<file path="config.mk">
export PLATFORM = sky130hd
export DESIGN_NAME = xcc_top
export DESIGN_NICKNAME = d
export VERILOG_FILES = /design/src/rtl/xcc_pkg.sv /design/src/rtl/xcc_ctrl.sv /design/src/rtl/xcc_dp.sv /design/src/rtl/xcc_top.sv
export SDC_FILE = /design/constraint.sdc
export NUM_CORES = 1
export LEC_CHECK = 0
export BUFFER_PORTS_ARGS = -buffer_cell sky130_fd_sc_hd__buf_2
export CORE_MARGIN = 5
export CORE_UTILIZATION = 56
export CTS_CLUSTER_SIZE = 14
export DETAILED_ROUTE_END_ITERATION = 8
export PLACE_DENSITY = 0.91
export SYNTH_ARGS = -nofsm -noshare
export SYNTH_HDL_FRONTEND = slang
export SYNTH_SLANG_ARGS = --single-unit
</file>
<file path="constraint.sdc">
create_clock -name clk -period 3.15 [get_ports clk]
set_input_delay 0.945 -clock clk [delete_from_list [all_inputs] [get_ports clk]]
set_output_delay 0.945 -clock clk [all_outputs]
set_load 0.005 [all_outputs]
</file>
<file path="src/rtl/xcc_pkg.sv">
package xcc_pkg;
  localparam int DATA_W = 32;
  localparam int ADDR_W = 3;

  localparam logic [ADDR_W-1:0] ADR_CTRL   = 3'd0;
  localparam logic [ADDR_W-1:0] ADR_FLUSH  = 3'd1;
  localparam logic [ADDR_W-1:0] ADR_STATUS = 3'd2;
  localparam logic [ADDR_W-1:0] ADR_HITS   = 3'd3;
  localparam logic [ADDR_W-1:0] ADR_ACCS   = 3'd4;

  // Single-cycle strobes from register control to the datapath
  typedef struct packed {
    logic flushStart;
    logic clrHit;
    logic clrAcc;
  } ctlStrobe_t;
endpackage

</file>
<file path="src/rtl/xcc_ctrl.sv">
module xcc_ctrl
  import xcc_pkg::*;
#(
  parameter int CNT_W = 32
) (
  input  logic              clk,
  input  logic              rstN,
  input  logic              busSel,
  input  logic              busWrite,
  input  logic [ADDR_W-1:0] busAddr,
  input  logic [DATA_W-1:0] busWdata,
  output logic [DATA_W-1:0] busRdata,
  output logic              busStall,
  input  logic              fifoEmpty,
  input  logic              fifoFull,
  input  logic              flushBusy,
  input  logic [CNT_W-1:0]  hitCnt,
  input  logic [CNT_W-1:0]  accCnt,
  output ctlStrobe_t        strb,
  output logic              cacheEn,
  output logic              badWriteFault,
  output logic              powerDown
);
  logic wrEn;
  logic rdEn;

  assign wrEn = busSel && busWrite;
  assign rdEn = busSel && !busWrite;

  assign strb.flushStart = wrEn && (busAddr == ADR_FLUSH) && busWdata[0];
  assign strb.clrHit     = wrEn && (busAddr == ADR_HITS);
  assign strb.clrAcc     = wrEn && (busAddr == ADR_ACCS);

  // Control bits; power-down wins over enable within one write
  always_ff @(posedge clk or negedge rstN) begin
    if (!rstN) begin
      cacheEn       <= 1'b0;
      badWriteFault <= 1'b0;
      powerDown     <= 1'b0;
    end else if (wrEn && (busAddr == ADR_CTRL)) begin
      cacheEn       <= busWdata[0] && !busWdata[3];
      badWriteFault <= busWdata[1];
      powerDown     <= busWdata[3];
    end
  end

  assign busStall = rdEn && (busAddr == ADR_FLUSH) && flushBusy;

  always_comb begin
    busRdata = '0;
    if (rdEn) begin
      unique case (busAddr)
        ADR_CTRL:   busRdata = {28'b0, powerDown, 1'b0, badWriteFault, cacheEn};
        ADR_STATUS: busRdata = {29'b0, fifoFull, fifoEmpty, !flushBusy};
        ADR_HITS:   busRdata = DATA_W'(hitCnt);
        ADR_ACCS:   busRdata = DATA_W'(accCnt);
        default:    busRdata = '0;
      endcase
    end
  end

  assert_pd_blocks_en_R2: assert property (@(posedge clk) disable iff (!rstN)
    cacheEn |-> !powerDown);

  assert_ctrl_hold_R1: assert property (@(posedge clk) disable iff (!rstN)
    !(wrEn && (busAddr == ADR_CTRL)) |=> $stable(badWriteFault) && $stable(powerDown));
endmodule

</file>
<file path="src/rtl/xcc_dp.sv">
module xcc_dp
  import xcc_pkg::*;
#(
  parameter int DEPTH = 16,
  parameter int CNT_W = 32,
  localparam int IDX_W = (DEPTH > 1) ? $clog2(DEPTH) : 1
) (
  input  logic             clk,
  input  logic             rstN,
  input  ctlStrobe_t       strb,
  input  logic             hitStrobe,
  input  logic             accessStrobe,
  output logic             flushBusy,
  output logic [IDX_W-1:0] tagClrIdx,
  output logic             tagClrWe,
  output logic [CNT_W-1:0] hitCnt,
  output logic [CNT_W-1:0] accCnt
);
  localparam logic [IDX_W-1:0] LAST_IDX = IDX_W'(DEPTH - 1);

  logic [IDX_W-1:0] walkIdx;

  // Busy from reset: the first cycle out of reset clears index 0
  always_ff @(posedge clk or negedge rstN) begin
    if (!rstN) begin
      flushBusy <= 1'b1;
      walkIdx   <= '0;
    end else if (strb.flushStart) begin
      flushBusy <= 1'b1;
      walkIdx   <= '0;
    end else if (flushBusy) begin
      if (walkIdx == LAST_IDX) begin
        flushBusy <= 1'b0;
        walkIdx   <= '0;
      end else begin
        walkIdx <= walkIdx + 1'b1;
      end
    end
  end

  assign tagClrWe  = flushBusy;
  assign tagClrIdx = walkIdx;

  // Two identical saturating counters
  logic [CNT_W-1:0] cnt [2];
  logic             incr [2];
  logic             clr  [2];

  assign incr[0] = hitStrobe;
  assign incr[1] = accessStrobe;
  assign clr[0]  = strb.clrHit;
  assign clr[1]  = strb.clrAcc;

  for (genvar g = 0; g < 2; g++) begin : g_cnt
    always_ff @(posedge clk or negedge rstN) begin
      if (!rstN)                          cnt[g] <= '0;
      else if (clr[g])                    cnt[g] <= '0;
      else if (incr[g] && (cnt[g] != '1)) cnt[g] <= cnt[g] + 1'b1;
    end

    assert_no_wrap_R8: assert property (@(posedge clk) disable iff (!rstN)
      (cnt[g] == '1 && !clr[g]) |=> (cnt[g] == '1));

    assert_count_step_R9: assert property (@(posedge clk) disable iff (!rstN)
      (incr[g] && !clr[g] && cnt[g] != '1) |=> (cnt[g] == $past(cnt[g]) + 1'b1));

    assert_clear_R8: assert property (@(posedge clk) disable iff (!rstN)
      clr[g] |=> (cnt[g] == '0));
  end

  assign hitCnt = cnt[0];
  assign accCnt = cnt[1];

  assert_walk_step_R3: assert property (@(posedge clk) disable iff (!rstN)
    (tagClrWe && !strb.flushStart && tagClrIdx != LAST_IDX) |=>
      (tagClrWe && tagClrIdx == IDX_W'($past(tagClrIdx) + 1'b1)));

  assert_restart_R7: assert property (@(posedge clk) disable iff (!rstN)
    strb.flushStart |=> (tagClrWe && tagClrIdx == '0));

  assert_reset_flush_R4: assert property (@(posedge clk) disable iff (!rstN)
    $rose(rstN) |-> (tagClrWe && tagClrIdx == '0));
endmodule

</file>
<file path="src/rtl/xcc_top.sv">
module xcc_top
  import xcc_pkg::*;
#(
  parameter int DEPTH = 16,
  parameter int CNT_W = 32,
  localparam int IDX_W = (DEPTH > 1) ? $clog2(DEPTH) : 1
) (
  input  logic              clk,
  input  logic              rstN,
  input  logic              busSel,
  input  logic              busWrite,
  input  logic [ADDR_W-1:0] busAddr,
  input  logic [DATA_W-1:0] busWdata,
  output logic [DATA_W-1:0] busRdata,
  output logic              busStall,
  input  logic              hitStrobe,
  input  logic              accessStrobe,
  input  logic              fifoEmpty,
  input  logic              fifoFull,
  output logic [IDX_W-1:0]  tagClrIdx,
  output logic              tagClrWe,
  output logic              cacheEn,
  output logic              badWriteFault,
  output logic              powerDown
);
  ctlStrobe_t       strb;
  logic             flushBusy;
  logic [CNT_W-1:0] hitCnt;
  logic [CNT_W-1:0] accCnt;

  xcc_ctrl #(.CNT_W(CNT_W)) u_ctrl (
    .clk(clk), .rstN(rstN),
    .busSel(busSel), .busWrite(busWrite), .busAddr(busAddr),
    .busWdata(busWdata), .busRdata(busRdata), .busStall(busStall),
    .fifoEmpty(fifoEmpty), .fifoFull(fifoFull), .flushBusy(flushBusy),
    .hitCnt(hitCnt), .accCnt(accCnt), .strb(strb),
    .cacheEn(cacheEn), .badWriteFault(badWriteFault), .powerDown(powerDown)
  );

  xcc_dp #(.DEPTH(DEPTH), .CNT_W(CNT_W)) u_dp (
    .clk(clk), .rstN(rstN), .strb(strb),
    .hitStrobe(hitStrobe), .accessStrobe(accessStrobe),
    .flushBusy(flushBusy), .tagClrIdx(tagClrIdx), .tagClrWe(tagClrWe),
    .hitCnt(hitCnt), .accCnt(accCnt)
  );

  assert_stall_walk_R6: assert property (@(posedge clk) disable iff (!rstN)
    busStall |-> tagClrWe);
endmodule

</file>
# After elaboration in Yosys (flattened, before gate mapping)
# Index checks and enable logic that the tools add are counted.
[word_totals]
wordCells = 48
regBits = 72
[op_classes]
n_mux = 12
eq_ne = 7
n_reduce_logical = 19
n_addsub = 3
[ops]
columns = ["operator", "count"]
rows = [
  ["32-bit 2-to-1 mux", 5],
  ["32-bit one-hot mux with 4 select lines", 1],
  ["32-bit by 1-bit adder with 32-bit output (second input constant)", 2],
  ["32-bit != test (second input constant)", 2],
  ["1-bit logical AND", 12],
  ["4-bit 2-to-1 mux", 3],
  ["3-bit by 2-bit equality test with 1-bit output (second input constant)", 2],
  ["2-bit nonzero test", 3],
  ["4-bit by 1-bit adder with 4-bit output (second input constant)", 1],
  ["4-bit equality test (second input constant)", 1],
  ["3-bit by 1-bit equality test with 1-bit output (second input constant)", 1],
  ["3-bit equality test (second input constant)", 1],
  ["1-bit zero test", 3],
  ["3-bit zero test", 1],
  ["1-bit 2-to-1 mux", 3],
]

# Longest topological paths before layout
[depth]
depth_word = 4
depth_mapped = 8
mapped_depth_nobuf = 6

# By module
# Synthesis repeated with hierarchy kept, for this count alone.
[unflattened]
cells_unflattened = 527
hier_area_um2 = 4608.2
[modules_own_cells]
columns = ["mod", "instances", "seq_area_each_um2", "area_each_um2", "cells_each"]
rows = [
  ["xcc_dp", 1, 1727.9, 3865.0, 423],
  ["xcc_ctrl", 1, 75.1, 743.2, 104],
]

# Least setup slack after synthesis
# No wires, ideal clock.
[synth_path]
path_kind = "input -> output"
startpoint = "input busAddr[1]"
endpoint = "output busRdata[1]"
path_slack_ps = 104
arrival_time_ps = 2101
path_buffers = 3
required_ps = 2205
stages = 6
cell_sequence = "clkbuf_1 -> and3b_1 -> clkbuf_1 -> clkbuf_1 -> a221oi_1 -> nor2_1"
[synth_between]
elab_chain_cells = 3
elab_cells_between_ends = 6
[synth_lines]
columns = ["element", "line_no", "rtl"]
rows = [
  ["from (decl)", "xcc_top.sv:12", "input logic [ADDR_W-1:0] busAddr,"],
  ["3-bit equality test, or another cell as far along", "xcc_ctrl.sv:52", "unique case (busAddr)"],
  ["32-bit one-hot mux with 4 select lines (*)", "xcc_ctrl.sv:52", ""],
  ["32-bit 2-to-1 mux (*)", "xcc_ctrl.sv:51", "if (rdEn) begin"],
  ["to (decl)", "xcc_top.sv:14", "output logic [DATA_W-1:0] busRdata,"],
]
# Every way passes the cells marked *; elsewhere a longest branch is shown, timed or not.

# Worst setup path after layout
[layout_path]
startpoint = "input busAddr[2]"
endpoint = "output busRdata[0]"
# The elaborated chain is that of the path after synthesis.

==> flow_metrics.tcl <==
set metrics [dict create \
    outcome "finished, final reports clean" \
    crit_slowest_cell "a221oi_1" \
    die_area_um2 10050 \
    place_area_um2 4903 \
    gp_congestion 0.8782 \
    clk_pin_slew_ns 0.08 \
    grt_max_degree 34 \
    antenna_found_initial 0 \
    power_w 0.002472 \
    hold_viol 0 \
    arrival_ns 2.03 \
    fin_area_um2 5121 \
    crit_fanout 33 \
    min-delay-start "u_dp.flushBusy" \
    cts.path.max_buffers 2 \
    fin_crit_ns 2.978 \
    yosysTopAreaCell "dfrtp_1" \
    cts_resized 0 \
    cpMostUsedCell "buf_2" \
    p_leak_nw 2.141 \
    hold_path.class "flop to flop" \
    synthTopCellsByArea "dfrtp_1 (39%), nor2_1 (5.0%), a22oi_1 (4.6%), a21oi_1 (4.5%), or3_1 (3.8%)" \
    cts_hold_buf 0 \
    syn_avg_cell_area_um2 8.656 \
    core-area_um2 8093 \
    ant_nets 0 \
    rsz0062_at_grt "no" \
    wl_per_cell_um 17.66 \
    h-tree-depth 3 \
    syn_area_um2 4562 \
    synth_common_cells "dfrtp_1 (71), nor2_1 (61), a21oi_1 (41)" \
    drive_gt1_frac 0.1823 \
    rows 33 \
    required_ns 2.20 \
    cts_tree "yes" \
    port_buffers 54 \
    synthCells 527 \
    timing.final.ws_setup_ns 0.1718 \
    area_delta_synth_final_pct 12.26 \
    ys_seq_area_frac 0.3952 \
    crit_family "buffers and inverters" \
    synth-seq-cells 72 \
    powerDensity_nw_per_um2 482.7 \
    setup_tns_ns 0 \
    fmax_ghz 0.3358 \
    hold-path-cell-count 2 \
    antenna_cells 0 \
    fin_nets 617 \
    drcViolationCount 0 \
    setup_viol 0 \
    cts_made_buffers 9 \
    path_class "input pin to primary output" \
    ys_warn_count 0 \
    drt_iter0_markers 433 \
    die_w_um 100.3 \
    slew_violations 0 \
    ioPinCount 84 \
    peakVddDrop_mv 0.3304 \
    drt-total-wl_um 12030 \
    cts.sink_count 72 \
    period_share 0.9455 \
    synth_nets 573 \
    synth_top_area_frac 0.3895 \
    grt_pass1_wl_um 20060 \
    n_fill_cell 644 \
    post_cts_buffers 0 \
    finClkSkew_ns 0.01426 \
    synth_edf_count 0 \
    dp_slack_ns 0.1914 \
    via_count 4455 \
    max-slew-margin-rel 0.4894 \
    worst-path-buf-inv 3 \
    yosysMostFrequentCell "dfrtp_1" \
    crit_chain "buf_2, and3b_1, buf_12, a221oi_1, nor2_1, buf_2" \
    vias_per_cell 6.542 \
    grt_pass1_vias 4146 \
    start_util 0.5637 \
    cap_violations 0 \
    end_kind "primary output" \
    async_flop_share 1.000 \
    die_y_um 100.3 \
    r2r-end "u_dp.accCnt[30]" \
    dp_hpwl_um 8591 \
    synth_cell_types 58 \
    cp_slowest_stage_delay_ns 0.31 \
    clockRootBuffer "clkbuf_8" \
    ys.flop_type "dfrtp_1" \
    tightestPinTransition_ns 0.7589 \
    r2r_slack_ns 0.79 \
    first_pass_iters 6 \
    startpoint_type "input pin" \
    grt_overflow 0 \
    holdPathEnd "u_dp.flushBusy" \
    reg2reg_depth 6 \
    grtUsageTotal 0.2483 \
    timing.rr.start "u_dp.accCnt[0]" \
    insertion_delay_ns 0.37 \
]
[state kept, by name (all words and copies together), names as in the netlist]
name,flops
u_dp.accCnt,32
u_dp.tagClrIdx,4
u_ctrl.badWriteFault,1
u_dp.hitCnt,32
u_ctrl.powerDown,1
u_ctrl.cacheEn,1
u_dp.flushBusy,1
[where the power goes]
part	switching (W)	internal (W)	total [W]
sequential	0.000191	0.00105	0.00124
clock	0.000374	0.000450	0.000825
combinational	0.000222	0.000183	0.000405
[cells by family (layout without fill, tap and decap cells)]
| family | Yosys count | in the layout | share of synthesized area |
|---|---|---|---|
| adder cells (fa/ha/maj) | 3 | 3 | 0.008229 |
| multiplexers | 11 | 11 | 0.02469 |
| AO/OA/AOI/OAI | 132 | 132 | 0.1865 |
| buffers and inverters | 43 | 92 | 0.04635 |
| XOR/XNOR | 21 | 21 | 0.04032 |
| flip-flops | 72 | 72 | 0.3952 |
| AND/OR/NAND/NOR | 245 | 245 | 0.2987 |
[metrics by stage]
| step | util | std cells | hold slack, ns |
|---|---|---|---|
| final | 0.6328 | 681 | 0.5422 |
| after global routing | 0.6328 | 681 | 0.5896 |
| after floorplan | - | 527 | 0.5110 |
| after global placement | 0.6059 | 665 | 0.5158 |
| after detailed placement | 0.6059 | 665 | 0.5300 |
| after CTS | 0.6328 | 681 | 0.5416 |
[worst reg2reg max path, cell delays in order, from the launching register on]
cell and delay [ns]:
dfrtp_1 0.46, ha_1 0.24, and4_1 0.39, nand2_1 0.14, or3_4 0.48, or4_1 0.42
a21oi_1 0.17
[metal layers]
metal	routed length, um	up-vias	track usage
met5	0	-	0
met4	351	0	0.1192
met3	876	32	0.03266
met2	5968	238	0.4042
met1	4829	2147	0.3274
li1	-	2038	-
[cell usage in the layout, fill, tap and decap left out, drive strengths merged, types with 4 or more instances in the layout]
master / synthesis / final
nand2b: 7 / 7
a211oi: 7 / 7
or4: 7 / 7
a31o: 4 / 4
a21oi: 41 / 41
nand2: 40 / 40
a31oi: 4 / 4
nand4: 15 / 15
nor3: 6 / 6
and2: 4 / 4
buf: 14 / 64
mux2i: 9 / 9
o21ai: 33 / 33
or3: 30 / 30
nand3: 30 / 30
o31ai: 5 / 5
inv: 12 / 14
and3: 13 / 13
nor4: 10 / 10
and4: 11 / 11
xnor2: 16 / 16
clkbuf: 17 / 10
nor2: 64 / 64
a22oi: 28 / 28
xor2: 5 / 5
dfrtp: 71 / 71
[area by class of cell]
type | instances | area (um2) | share of cell area
Timing Repair Buffer | 64 | 370.4 | 0.07232
Clock buffer | 10 | 127.6 | 0.02492
Clock inverter | 6 | 90.09 | 0.01759
Inverter | 12 | 45.04 | 0.008796
Multi-Input combinational cell | 412 | 2554 | 0.4987
Sequential cell | 72 | 1803 | 0.3521
Tap cell | 105 | 131.4 | 0.02565
[worst max-delay path by stage]
stage | from | end | slack (ns) | depth (start not counted)
after floorplan | busAddr[1] | busRdata[1] | 0.10 | 6
after global placement | busAddr[2] | busRdata[0] | 0.20 | 6
after detailed placement | busAddr[2] | busRdata[1] | 0.19 | 6
after CTS | busAddr[2] | busRdata[1] | 0.19 | 6
after global routing | busAddr[2] | busRdata[1] | 0.07 | 6
final | busAddr[2] | busRdata[0] | 0.17 | 6
Power figures use the tool's default switching activity.
